## src/rtl/coal_pkg.sv

```systemverilog
package coal_pkg;
   typedef enum logic [2:0] {
      SEL_NUM_THR  = 3'd0,
      SEL_TIME_THR = 3'd1,
      SEL_ACK      = 3'd2,
      SEL_ENA_SET  = 3'd3,
      SEL_ENA_CLR  = 3'd4,
      SEL_CNT_LOAD = 3'd5
   } coal_sel_e;
endpackage

```

## src/rtl/coal_cfg_regs.sv

```systemverilog
module coal_cfg_regs
   import coal_pkg::*;
#(
   parameter int CNT_W  = 20,
   parameter int TIME_W = 16
) (
   input  logic              clk,
   input  logic              rst_n,
   input  logic              wr_en,
   input  logic [2:0]        wr_sel,
   input  logic [CNT_W-1:0]  wr_data,
   output logic [CNT_W-1:0]  num_thr,
   output logic [TIME_W-1:0] time_thr,
   output logic              ena
);
   timeunit 1ns; timeprecision 100ps;

   always_ff @(posedge clk) begin
      if (!rst_n) begin
         num_thr  <= '0;
         time_thr <= '0;
         ena      <= 1'b0;
      end else if (wr_en) begin
         case (coal_sel_e'(wr_sel))
            SEL_NUM_THR:  num_thr  <= wr_data;
            SEL_TIME_THR: time_thr <= wr_data[TIME_W-1:0];
            SEL_ENA_SET:  if (wr_data[0]) ena <= 1'b1;
            SEL_ENA_CLR:  if (wr_data[0]) ena <= 1'b0;
            default: ;
         endcase
      end
   end

   // an enable-set write must leave the enable on
   p_ena_set_r9: assert property (@(posedge clk) disable iff (!rst_n)
      (wr_en && wr_sel == 3'(SEL_ENA_SET) && wr_data[0]) |=> ena);
   p_ena_clr_r9: assert property (@(posedge clk) disable iff (!rst_n)
      (wr_en && wr_sel == 3'(SEL_ENA_CLR) && wr_data[0]) |=> !ena);
endmodule

```

## src/rtl/coal_done_counter.sv

```systemverilog
module coal_done_counter #(
   parameter int CNT_W = 20
) (
   input  logic             clk,
   input  logic             rst_n,
   input  logic             inc_i,
   input  logic             ack_en,
   input  logic [CNT_W-1:0] ack_val,
   input  logic             load_en,
   input  logic [CNT_W-1:0] load_val,
   output logic [CNT_W-1:0] count_q
);
   timeunit 1ns; timeprecision 100ps;

   localparam int EXT_W = CNT_W + 1;

   logic [EXT_W-1:0] sum_ext, dec_ext, diff_ext;
   logic [CNT_W-1:0] count_d;

   always_comb begin
      sum_ext  = {1'b0, count_q} + EXT_W'(inc_i);
      dec_ext  = ack_en ? {1'b0, ack_val} : '0;
      diff_ext = sum_ext - dec_ext;
      if (load_en)
         count_d = load_val;
      else if (sum_ext <= dec_ext)
         count_d = '0;
      else if (diff_ext[CNT_W])
         count_d = '1;                     // hold at the ceiling
      else
         count_d = diff_ext[CNT_W-1:0];
   end

   always_ff @(posedge clk) begin
      if (!rst_n) count_q <= '0;
      else        count_q <= count_d;
   end

   p_inc_r1: assert property (@(posedge clk) disable iff (!rst_n)
      (inc_i && !ack_en && !load_en && count_q != '1)
      |=> count_q == $past(count_q) + CNT_W'(1));
   p_hold_r2: assert property (@(posedge clk) disable iff (!rst_n)
      (!inc_i && !ack_en && !load_en) |=> $stable(count_q));
   p_floor_r3: assert property (@(posedge clk) disable iff (!rst_n)
      (ack_en && !load_en && ({1'b0, ack_val} >= {1'b0, count_q} + EXT_W'(inc_i)))
      |=> count_q == '0);
   p_load_r10: assert property (@(posedge clk) disable iff (!rst_n)
      load_en |=> count_q == $past(load_val));
endmodule

```

## src/rtl/coal_holdoff_timer.sv

```systemverilog
module coal_holdoff_timer #(
   parameter int CNT_W = 20,
   parameter int TMR_W = 26
) (
   input  logic             clk,
   input  logic             rst_n,
   input  logic [CNT_W-1:0] count_i,
   input  logic             restart_i,
   output logic [TMR_W-1:0] timer_q
);
   timeunit 1ns; timeprecision 100ps;

   always_ff @(posedge clk) begin
      if (!rst_n)
         timer_q <= '0;
      else if (restart_i || count_i == '0)
         timer_q <= '0;
      else if (timer_q != '1)
         timer_q <= timer_q + TMR_W'(1);
   end

   p_idle_r4: assert property (@(posedge clk) disable iff (!rst_n)
      (count_i == '0) |=> timer_q == '0);
   p_restart_r5: assert property (@(posedge clk) disable iff (!rst_n)
      restart_i |=> timer_q == '0);
   p_advance_r5: assert property (@(posedge clk) disable iff (!rst_n)
      (count_i != '0 && !restart_i && timer_q != '1)
      |=> timer_q == $past(timer_q) + TMR_W'(1));
   p_sat_r5: assert property (@(posedge clk) disable iff (!rst_n)
      (count_i != '0 && !restart_i && timer_q == '1) |=> timer_q == '1);
endmodule

```

## src/rtl/cmpl_irq_coalescer.sv

```systemverilog
module cmpl_irq_coalescer
   import coal_pkg::*;
#(
   parameter int CNT_W        = 20,
   parameter int TIME_W       = 16,
   parameter int SCALE_LOG2   = 10,
   parameter bit TIME_CRIT_EN = 1'b1
) (
   input  logic             clk,
   input  logic             rst_n,
   input  logic             cmpl_valid,
   input  logic             cmpl_notify,
   input  logic             wr_en,
   input  logic [2:0]       wr_sel,
   input  logic [CNT_W-1:0] wr_data,
   output logic [CNT_W-1:0] done_count,
   output logic             irq_o
);
   timeunit 1ns; timeprecision 100ps;

   localparam int TMR_W = TIME_W + SCALE_LOG2;

   if (TIME_W > CNT_W) begin : g_bad_time_w
      $error("TIME_W must not exceed CNT_W");
   end
   if (CNT_W < 2) begin : g_bad_cnt_w
      $error("CNT_W must be at least 2");
   end
   if (TMR_W > 62) begin : g_bad_tmr_w
      $error("scaled timer too wide");
   end

   logic [CNT_W-1:0]  num_thr;
   logic [TIME_W-1:0] time_thr;
   logic              ena;
   logic [TMR_W-1:0]  timer;
   logic              ack_en, load_en, inc;

   assign inc     = cmpl_valid & cmpl_notify;
   assign ack_en  = wr_en && (wr_sel == 3'(SEL_ACK));
   assign load_en = wr_en && (wr_sel == 3'(SEL_CNT_LOAD));

   coal_cfg_regs #(.CNT_W(CNT_W), .TIME_W(TIME_W)) u_cfg (
      .clk(clk), .rst_n(rst_n), .wr_en(wr_en), .wr_sel(wr_sel), .wr_data(wr_data),
      .num_thr(num_thr), .time_thr(time_thr), .ena(ena));

   coal_done_counter #(.CNT_W(CNT_W)) u_cnt (
      .clk(clk), .rst_n(rst_n), .inc_i(inc), .ack_en(ack_en), .ack_val(wr_data),
      .load_en(load_en), .load_val(wr_data), .count_q(done_count));

   coal_holdoff_timer #(.CNT_W(CNT_W), .TMR_W(TMR_W)) u_tmr (
      .clk(clk), .rst_n(rst_n), .count_i(done_count),
      .restart_i(ack_en | load_en), .timer_q(timer));

   logic [CNT_W-1:0] eff_num;
   logic             cnt_hit, time_hit, fire;

   assign eff_num = (num_thr == '0) ? CNT_W'(1) : num_thr;
   assign cnt_hit = done_count >= eff_num;

   if (TIME_CRIT_EN) begin : g_time_crit
      logic [TMR_W-1:0] time_lim;
      assign time_lim = TMR_W'(time_thr) << SCALE_LOG2;
      assign time_hit = (time_thr != '0) && (timer >= time_lim);
   end else begin : g_no_time_crit
      assign time_hit = 1'b0;
   end

   assign fire = (done_count != '0) && (cnt_hit || time_hit);

   always_ff @(posedge clk) begin
      if (!rst_n) irq_o <= 1'b0;
      else        irq_o <= ena & fire;
   end

   p_quiet_r4: assert property (@(posedge clk) disable iff (!rst_n)
      (done_count == '0) |=> !irq_o);
   p_gate_r9: assert property (@(posedge clk) disable iff (!rst_n)
      !ena |=> !irq_o);
   p_count_r6: assert property (@(posedge clk) disable iff (!rst_n)
      (ena && done_count != '0 && done_count >= num_thr) |=> irq_o);
   p_time_r7: assert property (@(posedge clk) disable iff (!rst_n)
      (TIME_CRIT_EN && ena && done_count != '0 && time_thr != '0 &&
       timer >= (TMR_W'(time_thr) << SCALE_LOG2)) |=> irq_o);
   p_rearm_r8: assert property (@(posedge clk) disable iff (!rst_n)
      (ena && $past(ack_en) && done_count >= eff_num) |=> irq_o);
endmodule

```

## config.mk

```make
export PLATFORM = sky130hd
export DESIGN_NAME = cmpl_irq_coalescer
export DESIGN_NICKNAME = d
export VERILOG_FILES = /design/src/rtl/coal_pkg.sv /design/src/rtl/coal_cfg_regs.sv /design/src/rtl/coal_done_counter.sv /design/src/rtl/coal_holdoff_timer.sv /design/src/rtl/cmpl_irq_coalescer.sv
export SDC_FILE = /design/constraint.sdc
export NUM_CORES = 1
export LEC_CHECK = 0
export ABC_AREA = 1
export BUFFER_PORTS_ARGS = -buffer_cell sky130_fd_sc_hd__buf_2
export CAP_MARGIN = 20
export CORE_MARGIN = 1
export CORE_UTILIZATION = 35
export DETAILED_ROUTE_END_ITERATION = 8
export PLACE_DENSITY = 0.54
export SLEW_MARGIN = 20
export SYNTH_ARGS = -nofsm -noshare
export SYNTH_HDL_FRONTEND = slang
export SYNTH_SLANG_ARGS = --single-unit
```

## constraint.sdc

```tcl
create_clock -name clk -period 9.22 [get_ports clk]
set_input_delay 0.461 -clock clk [delete_from_list [all_inputs] [get_ports clk]]
set_output_delay 0.461 -clock clk [all_outputs]
set_load 0.05 [all_outputs]
```

==> results.cfg, run 1 <==
[place]
port_buffers = 48
gp_congestion = 0.913
place_area_sq_um = 6830
hpwlAfterDp_microns = 15500
dp_cells = 1257
detailedPlace.worstSlack_ns = 5.00

[critical_path]
startpoint_type = register
crit_slowest_cell = nand2_1
cp_max_fo = 20
path_common_cell = nand2_1
crit_chain = ha_1 > nand3_1 > nor3_2 > nand3_1 > nor2_1 > nand2_1 > nor3_2 > nand2_1 > xnor2_1 > ha_1 > nand2_1 > nor2_1 > inv_1 > nor2_1 > nand3b_1 > nand3_1 > nand2_1 > nand2_1 > nand2_1 > nand2_1 > a21oi_1
crit_arrival_ns = 4.27
path_buf_inv = 1
crit_family = simple AND/OR/NAND/NOR gates
end_kind = register
critPathMaxStageDelay_ns = 0.51
setup.worst_path.class = register to register
worstPathRequired_ns = 9.41

[sta]
skew_ns = 0.00854
finalCriticalPeriod_ns = 4.07
worst_pin_slew_ns = 1.00
worst_slew_margin_rel_pct = 33.3
fin_ws_ns = 5.15
period_share_pct = 44.2
finalHoldViolCount = 0
setup_viol = 0
slew_violations = 0
rsz0062_at_grt = no
worst_hold_slack_ns = 0.399
fmax_mhz = 246
tns_ns = 0

[global_routing]
gr-total-overflow = 0
grt_antenna_before_repair = 0
grt_util_all_layers_pct = 21.5
grt_pass1_wl_microns = 30900
grt_pass1_vias = 5740
grt_max_degree = 41

[synthesis]
seq_area_frac_synth_pct = 26.2
synth_area_sq_um = 6410
ys_types = 34
syn-mean-instance-area_sq_um = 6.39
synth_seq_cells = 84
syn_nets = 1092
yosys_warnings = 0
syn_inst = 1003

[power_and_ir_drop]
p_sw_share_pct = 50.6
power_density_nw_per_um2 = 274
power.internal_uw = 965
p_switching_uw = 988
p_leak_uw = 0.00344
seqPwrFrac_pct = 24.6
clkPwrFrac_pct = 18.1
worst_ir_drop_vdd_mv = 0.129
pwr-share-comb_pct = 57.3

[cts]
postCtsHoldBufs = 0
htree_levels = 3
ctsResizeCount = 0
root_buffer = clkbuf_16
clk_pin_slew_worst_paths_ns = 0.07
cts_sinks = 84
clk_latency_ns = 0.35
cts_made_buffers = 9
cts_setup_buffers = 0
cts_tree = done
cts_max_path_buffers = 2

[run]
max_cap_viol_count = 0

[drt]
drt-total-wl_microns = 19500
via_count = 6299
via_per_inst = 4.95
drtPass1Iterations = 5
drc_errors = 0
drtIter0Drc = 374
detail-route-antenna-nets = 0
routedWlPerCell_microns = 15.3

[cells_and_area]
final_cells = 1273
fin_area_sq_um = 7120
nets = 1128
layout-drive-gt1-share_pct = 7.66
antennaDiodeCount = 0
syn_to_final_growth_pct = 11.0

[floorplanning]
ios = 49
dieWidth_microns = 137
die_area_sq_um = 18900
start_util_pct = 35.7
coreArea_sq_um = 18000
die_y_microns = 137
num_rows = 49

[worst_hold_path]
hp-class = input port to register

[run_status]
status = finished, final reports clean
[layer usage]
| layer | global-route usage [%] | vias to the layer above | share of wire (%) |
|---|---|---|---|
| met5 | 0 | - | 0 |
| met4 | 4.95 | 0 | 1.1 |
| met3 | 1.73 | 17 | 3.9 |
| met2 | 33.9 | 134 | 44 |
| met1 | 31.5 | 2844 | 51 |
| li1 | - | 3304 | - |
[path summary, 6_finish.rpt]
path                                         end  slack (ns)                      startpoint  cells after the start
setup / recovery     u_cnt.count_q[5]$_SDFF_PN0_        5.15     u_cnt.count_q[0]$_SDFF_PN0_                     21
hold / removal      u_cnt.count_q[17]$_SDFF_PN0_        0.40                     wr_data[17]                      3
setup reg to reg     u_cnt.count_q[5]$_SDFF_PN0_        5.15     u_cnt.count_q[0]$_SDFF_PN0_                     21
hold reg to reg   u_cfg.num_thr[10]$_SDFFE_PN0P_        0.48  u_cfg.num_thr[10]$_SDFFE_PN0P_                      2
[cell families (layout without fill, tap and decap cells)]
logic type / after synthesis / count (layout) / synth area share [%]
AO/OA/AOI/OAI: 156 / 156 / 12.6
XOR/XNOR: 48 / 48 / 6.56
adder cells (fa/ha/maj): 61 / 61 / 12.0
buffers and inverters: 172 / 213 / 10.5
flip-flops: 84 / 84 / 26.2
AND/OR/NAND/NOR: 482 / 482 / 32.1
[cell usage in the layout (no fill, tap or decap), types with 2 or more instances in the layout]
cell	n
a21oi_1	90
nand4_1	22
o21ai_0	57
nand2_2	3
nor3_1	17
nand2_1	279
dfxtp_1	84
nor2_1	87
clkbuf_16	9
clkinv_4	2
nor4_1	13
nor3_2	3
nand3_1	42
inv_1	146
ha_1	60
xor2_1	27
xnor2_1	21
buf_2	48
or2_2	2
nand3b_1	8
clkinvlp_4	3
a21oi_2	4
o21bai_1	3
[stage by stage]
step,power (uW),util (%)
floorplan,1330,-
global placement,1610,38.0
detailed placement,1600,38.0
CTS,1960,39.6
global route,2130,39.6
finish,1950,39.6
[sequential cells by signal (all words and copies together) (netlist names)]
name            cells
u_tmr.timer_q      26
u_cfg.num_thr      20
u_cnt.count_q      20
u_cfg.time_thr     16
irq_o               1
u_cfg.ena           1
[worst min-delay path, cell delays in order]
cell and delay [ns]:
buf_2 0.12, nand2_1 0.06, a21oi_1 0.06
[power by group through the flow]
stage                     Clock [uW]  Combinational (uW)  Sequential (uW)
after floorplan                    0                 780              551
after detailed placement           0                1110              487
after CTS                        361                1120              479
after global placement             0                1120              488
final                            354                1120              480
after global routing             372                1270              483
[area by class of cell]
type / instances / area [sq um]
fillers: 1994 / 10800
multi-input cells: 747 / 4060
flip-flops and latches: 84 / 1680
inverters: 148 / 556
well taps: 229 / 287
repair buffers: 49 / 248
clock buffers: 10 / 239
clock inverters: 6 / 48.8
[cell usage after synthesis (all sizes together)]
library cell	number	area, sq um
a21oi	94	485
and2	1	6.26
and3	1	6.26
buf	7	52.5
clkbuf	17	63.8
clkinv	1	3.75
dfxtp	84	1680
fa	1	20.0
ha	60	751
inv	147	552
nand2	282	1070
nand3	42	210
nand3b	8	60.1
nand4	22	138
nor2	88	333
nor3	21	131
nor3b	1	7.51
nor4	13	81.3
nor4b	1	8.76
o21ai	58	290
o21bai	3	22.5
o41ai	1	8.76
or2	2	12.5
xnor2	21	184
xor2	27	236
Power figures use the tool's default switching activity.
==> run 2: changes to the inputs <==
==> constraint.sdc (replaced) <==
create_clock -name clk -period 4 [get_ports clk]
set_input_delay 0.2 -clock clk [delete_from_list [all_inputs] [get_ports clk]]
set_output_delay 0.2 -clock clk [all_outputs]
set_load 0.05 [all_outputs]
==> run 2 against run 1 <==
Against the previous run:
- flip-flop and latch count is the same
- worst hold slack lost 0.26 ns
- sequential power grew 120%
- utilization grew 0.46 points
- routed wire length shrank 0.12%
- power grew 140%
- register-to-register slack lost 4.7 ns
- global-route usage shrank 0.097 points
- cell count grew 0.71%
- via count grew 0.17%
==> results.cfg, run 2 (synthesis gave the netlist of run 1 again) <==
[run_status]
status = finished, final reports clean

[drt]
drtPass1Iterations = 5
routedWlPerCell_microns = 15.2
detail-route-antenna-nets = 0
via_per_inst = 4.92
drtIter0Drc = 377
drt-total-wl_microns = 19500
via_count = 6310
drc_errors = 0

[floorplanning]
start_util_pct = 35.7
ios = 49
coreArea_sq_um = 18000
dieWidth_microns = 137
num_rows = 49
die_y_microns = 137
die_area_sq_um = 18900

[cells_and_area]
antennaDiodeCount = 0
syn_to_final_growth_pct = 12.3
top_register = u_tmr.timer_q
reg_top3 = u_tmr.timer_q (26), u_cfg.num_thr (20), u_cnt.count_q (20)
largest_reg_flops = 26
layout-drive-gt1-share_pct = 8.55
mostFrequentLayoutCells = 279 x nand2_1, 146 x inv_1, 90 x a21oi_1
final_common_cell = nand2_1
nets = 1137

[critical_path]
worstPathRequired_ns = 4.19
startpoint_type = register
cp_max_fo = 20
setup.worst_path.class = register to register
end_kind = register
crit_arrival_ns = 3.75

[sta]
finalHoldViolCount = 0
period_share_pct = 89.2
skew_ns = 0.0107
tns_ns = 0
worst_pin_slew_ns = 0.809
setup_viol = 0
rsz0062_at_grt = no
worst_slew_margin_rel_pct = 46.0
slew_violations = 0
finalCriticalPeriod_ns = 3.57
fin_ws_ns = 0.434
fmax_mhz = 280

[place]
port_buffers = 48
hpwlAfterDp_microns = 15500
gp_congestion = 0.871
detailedPlace.worstSlack_ns = 0.370

[cts]
cts_tree = done
htree_levels = 3
clk_latency_ns = 0.34
cts_setup_buffers = 0
clk_pin_slew_worst_paths_ns = 0.07
root_buffer = clkbuf_16
cts_sinks = 84
cts_max_path_buffers = 2
postCtsHoldBufs = 0
cts_made_buffers = 9

[global_routing]
grt_antenna_before_repair = 0
grt_util_all_layers_pct = 21.4
gr-total-overflow = 0
grt_pass1_vias = 5756
grt_pass1_wl_microns = 30600
grt_max_degree = 41

[power_and_ir_drop]
worst_ir_drop_vdd_mv = 0.418
power_density_nw_per_um2 = 640
p_leak_uw = 0.00351

[run]
max_cap_viol_count = 0

[worst_hold_path]
hp-class = input port to register
run 2: cell count changes in the layout (fill, tap and decap cells not counted), sizes merged:
cell	delta
buf	+9
bufinv	+1
clkinv	+2
clkinvlp	-3
run 2: stage by stage:
stage	utilization, %	cells	instance area, sq um	hold slack [ns]	total power, uW
floorplan	-	1003	6410	0.349	3070
global placement	38.4	1266	6900	0.466	3740
detailed placement	38.4	1266	6900	0.470	3750
CTS	40.1	1282	7200	0.128	4620
global route	40.1	1282	7200	0.140	5030
finish	40.1	1282	7200	0.143	4610
run 2: power by group:
part           switching (uW)  internal (uW)
sequential                128            930
clock                     354            501
combinational            1800            896
run 2: worst max-delay path: stages (launching register included):
cell and delay, ns:
dfxtp_1 0.34, ha_1 0.18, nand3_1 0.16, nor3_2 0.21
nand3_1 0.15, nor2_1 0.17, nand2_1 0.14, nor3_2 0.19
nand2_1 0.09, xnor2_1 0.14, ha_1 0.36, nand2_1 0.13
nor2_1 0.18, inv_1 0.06, nor2_1 0.14, nand3b_1 0.12
nand3_1 0.10, nand2_1 0.05, nand2_1 0.05, buf_4 0.25
nand2_1 0.09, nand2_1 0.07, a21oi_1 0.06
run 2: path summary, 6_finish.rpt:
path,startpoint,cells after the start,slack [ns],endpoint
setup / recovery,u_cnt.count_q[0]$_SDFF_PN0_,22,0.43,u_cnt.count_q[5]$_SDFF_PN0_
hold / removal,wr_data[18],3,0.14,u_cnt.count_q[18]$_SDFF_PN0_
setup reg to reg,u_cnt.count_q[0]$_SDFF_PN0_,22,0.43,u_cnt.count_q[5]$_SDFF_PN0_
hold reg to reg,u_cfg.time_thr[3]$_SDFFE_PN0P_,2,0.48,u_cfg.time_thr[3]$_SDFFE_PN0P_
run 2: routing by layer:
layer	GRT usage (%)	vias up	share of wire, %
li1	-	3329	-
met1	30.5	2860	52
met2	34.4	107	44
met3	2.06	14	3.2
met4	5.31	0	1.2
met5	0	-	0
run 2: layout make-up:
| cell class | instances | area, sq um |
|---|---|---|
| Sequential cell | 84 | 1680 |
| Fill cell | 1978 | 10800 |
| Multi-Input combinational cell | 747 | 4060 |
| Timing Repair Buffer | 58 | 315 |
| Tap cell | 229 | 287 |
| Clock inverter | 6 | 62.6 |
| Clock buffer | 10 | 239 |
| Inverter | 148 | 556 |
run 2: what timing repair did:
item / CTS / global route
resized for setup: 0 / 1
endpoints found under the hold margin: 0 / 0
endpoints found under the setup margin: 0 / 8
